==> src/rtl/sf_pkg.sv <==
package sf_pkg;
    localparam int NODES  = 4;
    localparam int SETS   = 16;
    localparam int WAYS   = 4;
    localparam int LINE_W = 12;

    localparam int IDX_W  = $clog2(SETS);
    localparam int TAG_W  = LINE_W - IDX_W;
    localparam int NODE_W = $clog2(NODES);
    localparam int WAY_W  = $clog2(WAYS);
    localparam int AGE_W  = $clog2(WAYS);
    localparam int CNT_W  = $clog2(NODES + 1);

    typedef struct packed {
        logic             valid;
        logic [TAG_W-1:0] tag;
        logic [NODES-1:0] owners;
        logic [AGE_W-1:0] age;   // 0 = most recent, WAYS-1 = oldest
    } sf_entry_t;

    typedef sf_entry_t [WAYS-1:0] sf_row_t;

    function automatic logic [CNT_W-1:0] owner_count(input logic [NODES-1:0] v);
        logic [CNT_W-1:0] c;
        c = '0;
        for (int i = 0; i < NODES; i++) c = c + CNT_W'(v[i]);
        return c;
    endfunction
endpackage

==> src/rtl/sf_lookup.sv <==
module sf_lookup
    import sf_pkg::*;
(
    input  sf_row_t           row,
    input  logic [TAG_W-1:0]  tag,
    output logic [WAYS-1:0]   hit_vec,
    output logic              hit,
    output logic [WAY_W-1:0]  hit_way,
    output logic              free,
    output logic [WAY_W-1:0]  free_way
);
    for (genvar w = 0; w < WAYS; w++) begin : g_cmp
        assign hit_vec[w] = row[w].valid && (row[w].tag == tag);
    end

    always_comb begin
        hit      = 1'b0;
        hit_way  = '0;
        free     = 1'b0;
        free_way = '0;
        for (int w = WAYS - 1; w >= 0; w--) begin
            if (hit_vec[w]) begin
                hit     = 1'b1;
                hit_way = WAY_W'(w);
            end
            if (!row[w].valid) begin
                free     = 1'b1;
                free_way = WAY_W'(w);
            end
        end
    end
endmodule

==> src/rtl/sf_victim.sv <==
module sf_victim
    import sf_pkg::*;
(
    input  sf_row_t          row,
    output logic [WAY_W-1:0] victim_way
);
    logic [CNT_W-1:0] cnt [WAYS];

    for (genvar w = 0; w < WAYS; w++) begin : g_cnt
        assign cnt[w] = owner_count(row[w].owners);
    end

    always_comb begin
        victim_way = '0;
        for (int w = 1; w < WAYS; w++) begin
            if (cnt[w] < cnt[victim_way] ||
                (cnt[w] == cnt[victim_way] && row[w].age > row[victim_way].age))
                victim_way = WAY_W'(w);
        end
    end
endmodule

==> src/rtl/snoop_filter.sv <==
module snoop_filter
    import sf_pkg::*;
(
    input  logic                clk,
    input  logic                rst,
    input  logic                req_valid,
    input  logic [NODE_W-1:0]   req_node,
    input  logic                req_write,
    input  logic [LINE_W-1:0]   req_line,
    output logic                req_ready,
    output logic [NODES-1:0]    snoop_mask,
    input  logic                evn_valid,
    input  logic [NODE_W-1:0]   evn_node,
    input  logic [LINE_W-1:0]   evn_line,
    output logic                binv_valid,
    output logic [LINE_W-1:0]   binv_line,
    output logic [NODES-1:0]    binv_mask,
    input  logic                binv_ack
);
    sf_row_t tbl_q [SETS];

    // request side lookup
    logic [IDX_W-1:0] r_idx;
    logic [TAG_W-1:0] r_tag;
    sf_row_t          r_row;
    logic [WAYS-1:0]  r_hits;
    logic             r_hit, r_free;
    logic [WAY_W-1:0] r_hit_way, r_free_way, r_vic_way, r_tgt;
    logic [NODES-1:0] r_self, r_new_owners;
    logic             need_victim, req_fire;
    sf_row_t          r_next;

    assign r_idx  = req_line[IDX_W-1:0];
    assign r_tag  = req_line[LINE_W-1:IDX_W];
    assign r_row  = tbl_q[r_idx];
    assign r_self = NODES'(1) << req_node;

    sf_lookup u_req_lookup (
        .row(r_row), .tag(r_tag), .hit_vec(r_hits), .hit(r_hit),
        .hit_way(r_hit_way), .free(r_free), .free_way(r_free_way)
    );

    sf_victim u_victim (.row(r_row), .victim_way(r_vic_way));

    assign need_victim = req_valid && !r_hit && !r_free;
    assign binv_valid  = need_victim && !evn_valid;
    assign binv_line   = {r_row[r_vic_way].tag, r_idx};
    assign binv_mask   = r_row[r_vic_way].owners;
    assign req_ready   = !evn_valid && (!need_victim || binv_ack);
    assign req_fire    = req_valid && req_ready;
    assign snoop_mask  = (req_valid && r_hit) ? (r_row[r_hit_way].owners & ~r_self) : '0;

    always_comb begin
        r_tgt = r_hit ? r_hit_way : (r_free ? r_free_way : r_vic_way);
        if (r_hit && !req_write) r_new_owners = r_row[r_hit_way].owners | r_self;
        else                     r_new_owners = r_self;
        r_next = r_row;
        for (int w = 0; w < WAYS; w++) begin
            if (WAY_W'(w) == r_tgt)                  r_next[w].age = '0;
            else if (r_row[w].age < r_row[r_tgt].age) r_next[w].age = r_row[w].age + 1'b1;
        end
        r_next[r_tgt].valid  = 1'b1;
        r_next[r_tgt].tag    = r_tag;
        r_next[r_tgt].owners = r_new_owners;
    end

    // eviction notice side lookup
    logic [IDX_W-1:0] e_idx;
    logic [TAG_W-1:0] e_tag;
    sf_row_t          e_row;
    logic [WAYS-1:0]  e_hits;
    logic             e_hit, e_free;
    logic [WAY_W-1:0] e_hit_way, e_free_way;
    logic [NODES-1:0] e_left;

    assign e_idx  = evn_line[IDX_W-1:0];
    assign e_tag  = evn_line[LINE_W-1:IDX_W];
    assign e_row  = tbl_q[e_idx];
    assign e_left = e_row[e_hit_way].owners & ~(NODES'(1) << evn_node);

    sf_lookup u_evn_lookup (
        .row(e_row), .tag(e_tag), .hit_vec(e_hits), .hit(e_hit),
        .hit_way(e_hit_way), .free(e_free), .free_way(e_free_way)
    );

    always_ff @(posedge clk) begin
        if (rst) begin
            for (int s = 0; s < SETS; s++)
                for (int w = 0; w < WAYS; w++)
                    tbl_q[s][w] <= '{valid: 1'b0, tag: '0, owners: '0, age: AGE_W'(w)};
        end else if (evn_valid) begin
            if (e_hit) begin
                tbl_q[e_idx][e_hit_way].owners <= e_left;
                if (e_left == '0) tbl_q[e_idx][e_hit_way].valid <= 1'b0;
            end
        end else if (req_fire) begin
            tbl_q[r_idx] <= r_next;
        end
    end

    // assertions
    logic [WAYS-1:0] r_age_seen;
    logic            r_owned_ok;
    always_comb begin
        r_age_seen = '0;
        r_owned_ok = 1'b1;
        for (int w = 0; w < WAYS; w++) begin
            r_age_seen = r_age_seen | (WAYS'(1) << r_row[w].age);
            if (r_row[w].valid && r_row[w].owners == '0) r_owned_ok = 1'b0;
        end
    end

    p_single_hit_r2: assert property (@(posedge clk) disable iff (rst)
        req_valid |-> $onehot0(r_hits));
    p_victim_owned_r5: assert property (@(posedge clk) disable iff (rst)
        binv_valid |-> (binv_mask != '0));
    p_stall_no_ack_r7: assert property (@(posedge clk) disable iff (rst)
        (binv_valid && !binv_ack) |-> !req_ready);
    p_recency_perm_r9: assert property (@(posedge clk) disable iff (rst)
        req_valid |-> (r_age_seen == {WAYS{1'b1}}));
    p_valid_has_owner_r8: assert property (@(posedge clk) disable iff (rst)
        req_valid |-> r_owned_ok);
endmodule

==> config.mk <==
export PLATFORM = sky130hd
export DESIGN_NAME = snoop_filter
export DESIGN_NICKNAME = d
export VERILOG_FILES = /design/src/rtl/sf_pkg.sv /design/src/rtl/sf_lookup.sv /design/src/rtl/sf_victim.sv /design/src/rtl/snoop_filter.sv
export SDC_FILE = /design/constraint.sdc
export NUM_CORES = 2
export LEC_CHECK = 0
export CAP_MARGIN = 20
export CORE_UTILIZATION = 45
export DETAILED_ROUTE_END_ITERATION = 8
export RECOVER_POWER = 25
export SYNTH_ARGS = -nofsm -noshare
export SYNTH_HDL_FRONTEND = slang
export SYNTH_SLANG_ARGS = --single-unit
==> constraint.sdc <==
create_clock -name clk -period 17.2 [get_ports clk]
set_input_delay 3.44 -clock clk [delete_from_list [all_inputs] [get_ports clk]]
set_output_delay 3.44 -clock clk [all_outputs]
set_load 0.03 [all_outputs]
# Yosys cells after proc, flatten, opt, wreduce, memory -nomap -nowiden
# Memory sizes are Yosys's and may differ from the RTL's.
# Index checks and enable logic that the tools add are counted.
[totals]
regBits = 0
latch_bits = 0
ram_bits = 960
mem_bits_ro = 0
input_bits = 34
out_inout_bits = 22
n_memories = 1
[mem_list]
columns = ["name", "words", "width", "read_ports", "rd_ports_with_merged_regs", "write_ports", "line", "text"]
rows = [
  ["tbl_q", 16, 60, 2, 0, 16, "snoop_filter.sv:20", "sf_row_t tbl_q [SETS];"],
]
[op_classes]
add_sub_neg = 16
n_mul = 0
div_mod_pow = 0
order_cmp = 20
eq_ne = 14
shifts = 2
mux = 151
bitwise_logic = 67
n_reduce_logical = 33
[ops]
columns = ["operator", "n"]
rows = [
  ["60-bit two-way mux", 6],
  ["15-bit binary-select mux with 2-bit select", 6],
  ["60-bit bitwise mux", 3],
  ["15-bit demux with 2-bit select", 5],
  ["60-bit OR reduction", 2],
  ["1-bit two-way mux", 86],
  ["8-bit equality test", 8],
  ["1-bit bitwise OR", 60],
  ["2-bit two-way mux", 27],
  ["15-bit two-way mux", 2],
  ["14-bit two-way mux", 2],
  ["3-bit by 1-bit adder with 3-bit output", 8],
  ["6-bit two-way mux", 4],
  ["1-bit logical AND", 20],
  ["4-bit two-way mux", 4],
  ["2-bit by 3-bit less-than comparator with 1-bit output (second input constant)", 5],
  ["3-bit binary-select mux with 2-bit select", 2],
  ["3-bit two-way mux", 4],
  ["3-bit equality test", 3],
  ["3-bit less-than comparator", 3],
  ["1-bit by 1-bit adder with 2-bit output", 4],
  ["2-bit by 1-bit adder with 2-bit output (second input constant)", 4],
  ["4-bit AND", 2],
  ["2-bit less-than comparator", 4],
  ["15 further kinds", 29],
]

# Logic depth before layout (Yosys ltp)
# An unclocked memory read counts as a cell.
[depth]
ltp_word = 35
mapped_depth = 52

# Modules after synthesis
# Synthesis repeated with hierarchy kept, for this count alone.
[hier_totals]
hier_cells = 3899
area_unflattened_um2 = 53390.0
[modules_own_cells]
columns = ["mod", "instances", "cells_each", "area_each_um2", "seq_area_each_um2"]
rows = [
  ["snoop_filter", 1, 3676, 51538.2, 28827.6],
  ["sf_lookup", 2, 68, 553.0, 0.0],
  ["sf_victim", 1, 87, 745.7, 0.0],
]

# Worst setup path before layout
# OpenSTA, ideal clock, no wires.
[synth_timing]
path_type = "input port to output port"
startpoint = "input port req_line[0]"
endpoint = "output port binv_line[4]"
arrival_ps = 11404
required_time_ps = 13760
slack_ps = 2356
path_stages = 42
path_cell_list = "buf_6 > buf_6 > buf_6 > buf_6 > buf_6 > buf_6 > buf_4 > buf_6 > buf_2 > mux4_2 > nand2_1 > nand2_1 > o21ai_0 > inv_1 > ha_1 > inv_1 > fa_1 > inv_1 > [... 6 more ...] > nor2_1 > buf_1 > mux2_2 > ha_1 > nand2_1 > nand4_1 > o22a_1 > clkbuf_1 > clkbuf_1 > o221ai_1 > o21ai_0 > ha_1 > nand3_1 > a211oi_1 > nor2_1 > clkbuf_1 > nor2_1 > a21oi_1"
[synth_via]
elab_chain_cells = 26
word_cells_on_any_way = 45
[synth_lines]
columns = ["element", "line", "text"]
rows = [
  ["start, declared", "snoop_filter.sv:9", "input logic [LINE_W-1:0] req_line,"],
  ["memory read 16 x 60 bit *", "n/a", ""],
  ["parallel branches: the longest is 23 deep, another holds 3-bit by 1-bit adder with 3-bit output", "n/a", ""],
  ["15-bit binary-select mux with 2-bit select *", "snoop_filter.sv:47", "assign binv_line = {r_row[r_vic_way].tag, r_idx};"],
  ["14-bit two-way mux *", "n/a", ""],
  ["end, declared", "snoop_filter.sv:16", "output logic [LINE_W-1:0] binv_line,"],
]
# Every way passes the cells marked *. The select of a mux whose other input is x is not followed.

# Worst setup path in the final report
[layout_timing]
startpoint = "input port req_line[0]"
endpoint = "output port binv_line[10]"
# The elaborated chain is that of the path after synthesis.

==> flow_summary_export.csv <==
group,metric,value,unit
floorplanning,die_h,347,um
routing,dr.pass1.iters,6,
worst_setup_path,crit_slowest_cell,"mux4_2",
synth,synth_edf_count,960,
final_layout,area_growth_syn_to_layout,8.67,%
cts,cts_hold_buf,0,
floorplanning,num_rows,126,
routing,routedWlPerCell,34.1,um
cts,htreeDepth,3,
power_and_ir_drop,switching_share,31.2,%
cts,clock-sinks,960,
synth,netlist_area,0.0536,sq mm
synth,synth_compound_area_share,4.11,%
cts,clkTransAtPathRegs,60,ps
cts,cts-root-buf,"clkbuf_16",
global_routing,grt.total_usage,31.0,%
synth,post-synth-top-area-cell,"edfxtp_1",
worst_setup_path,crit_path_end_kind,"primary output",
synth,synth.net_count,4078,
timing,slew-limit-headroom,-162,%
timing,tightest_slew,3940,ps
power_and_ir_drop,power_frac_seq,42.1,%
power_and_ir_drop,power.internal,4420,uW
final_layout,final_common_cell,"edfxtp_1",
final_layout,final_cell_mix,"960 x edfxtp_1, 936 x nor2_1, 456 x mux4_2, 273 x nand2_1, 145 x mux2i_1",
cts,worst_skew_pair.late_latency,720,ps
routing,drt-vias-per-instance,6.72,
final_layout,largest_reg_flops,960,
worst_setup_path,slowest_delay,590,ps
cts,post_cts_buffers,0,
worst_setup_path,worstPathRequired,13760,ps
cts,numCtsBuffers,104,
floorplanning,initial_core_util,45.4,%
synth,synth-simple-area-share,13.1,%
synth,synth_fa_ha_area_share,0.772,%
hold_path,min_path_type,"reg2reg",
final_layout,reg_top3,"tbl_q (960)",
routing,wirelength,189000,um
worst_setup_path,worst-path-max-fanout,47,
power_and_ir_drop,p_comb_share,24.1,%
global_routing,antenna_found_initial,3,
power_and_ir_drop,peakVddDrop,0.184,mV
power_and_ir_drop,power.density,110,mW/mm^2
routing,drtIter0Drc,6014,
outcome,outcome,"complete, but fails checks",
timing,period_minus_slack,15170,ps
synth,synth_mux_area_share,23.2,%
floorplanning,pin_count,56,
timing,setup_ws,2030,ps
power_and_ir_drop,p_clk_share,33.8,%
synth,ys.warnings.count,0,
timing,rsz0062_at_grt,"false",
synth,synth_ff_type,"edfxtp_1",
timing,hold_violations,0,
global_routing,grt_max_degree,103,
timing,setup_viol_count_final,0,
timing,fin_crit_sh,88.2,%
synth,synth_top_family_by_area,"multiplexers",
synth,synth_xor_area_share,1.29,%
worst_setup_path,critical_path_arrival,11730,ps
placed_design,dp_slack,2180,ps
synth,ys_seq_area_share,53.7,%
placed_design,place_inst,5353,
floorplanning,dieArea,0.121,sq mm
synth,yosys.cell_types.count,100,
cts,cts_resized,0,
cts,cts_tree,"done",
placed_design,routabilityCongestion,0.929,
flow_run,drv_cap,16,
synth,ys_ff_latch,960,
floorplanning,dieWidth,347,um
final_layout,top_register,"tbl_q",
synth,async_reset_ff_share,0,%
routing,ant_nets,0,
timing,drv_slew,544,
timing,whs,1220,ps
global_routing,grt_overflow,0,
synth,synth_top_cell_area_share,53.7,%
cts,cts_buffer_depth,3,
worst_setup_path,r2r_slack,6990,ps
timing,fin_tns_setup,0,ps
placed_design,io_buffers,55,
synth,yosys-top-cells-area,"edfxtp_1 54%, mux4_2 19%, nor2_1 6.6%, mux2i_1 2.7%, nand2_1 1.9%",
worst_setup_path,cp_common_cell,"ha_1",
placed_design,place_hpwl,116000,um
worst_setup_path,worstSetupPathType,"in2out",
synth,synth_cells,4016,
global_routing,grt_first_pass_wirelength,266000,um
final_layout,drive_gt1_share,21.1,%
outcome,violations,"capacitance limit, slew limit",
timing,fmax,0.0659,GHz
global_routing,grt_pass1_vias,35400,
power_and_ir_drop,p_switching,2010,uW
worst_setup_path,critPathLaunchType,"primary input",
final_layout,finalNonFillerCells,5540,
routing,drc,0,
synth,avgSynthCellArea,13.4,sq um
routing,vias,37200,
timing,skew,41.4,ps
floorplanning,design.core.area,0.118,sq mm
final_layout,nets,3988,
power_and_ir_drop,power_leakage,0.0193,uW
[path summary, 6_finish.rpt]
check | from | end | cells after the start
min | tbl_q[3][44] | tbl_q[0][44] | 4
max | req_line[0] | binv_line[10] | 31
min reg2reg | tbl_q[3][44] | tbl_q[0][44] | 4
max reg2reg | tbl_q[0][53] | tbl_q[1][11] | 11
[synthesized netlist by cell type (all sizes together) (9+ instances only)]
library cell,n
mux2i,145
nand2,275
or2,17
buf,230
and4,11
xnor2,61
o221ai,13
a21oi,56
nand2b,98
nand3,55
nor2b,18
ha,24
o2111ai,9
o211ai,27
and3,16
mux2,63
nor2,950
xor2,18
mux4,456
inv,46
a211oi,9
o21ai,61
a22oi,19
or3,13
nor3,113
edfxtp,960
clkbuf,119
a31oi,10
o22ai,12
[metrics by stage]
step / area (sq um) / utilization (%) / power, uW
2_1_floorplan: 53600 / - / 3690
3_3_place_gp: 55200 / 46.8 / 4250
3_5_place_dp: 55200 / 46.8 / 4260
4_1_cts: 58400 / 49.5 / 6400
5_1_grt: 58300 / 49.4 / 6590
6_report: 58300 / 49.4 / 6430
[metal layers]
metal	vias to the layer above	track usage (%)	part of all wire, %
met5	-	0	0.027
met4	4	10.9	3.8
met3	421	8.17	14
met2	2620	45.9	44
met1	19200	44.3	39
li1	15000	-	-
[cell type report]
cell class                 instances  area (sq um)
fill                           10300         59800
sequential                       960         28800
multi-input combinational       2660         22900
clock buffer                     134          2800
tap                             1536          1920
timing repair buffer             153          1270
clock inverter                    49           387
inverter                          47           181
antenna                            1          2.50
[power groups by stage]
| stage | sequential [uW] | combinational [uW] | clock [uW] |
|---|---|---|---|
| after global placement | 2740 | 1510 | 0 |
| final | 2710 | 1550 | 2180 |
| after detailed placement | 2750 | 1510 | 0 |
| after global routing | 2710 | 1610 | 2260 |
| after CTS | 2700 | 1520 | 2180 |
| after floorplan | 2730 | 966 | 0 |
[kinds of logic after synthesis]
group	count (synthesis)
flops	960
fa+ha+maj	31
compound gates	280
xor+xnor	79
simple gates	1606
buf+inv	396
mux	664
[worst max-delay path, delay by kind of cell]
kind / cells / cell delay, ps
AOI/OAI and AO/OA: 7 / 1640
adders and majority gates: 6 / 1780
buffers and inverters: 8 / 1990
muxes: 3 / 1390
and+or+nand+nor: 7 / 1280
No activity file was read; power rests on OpenSTA's default activity.
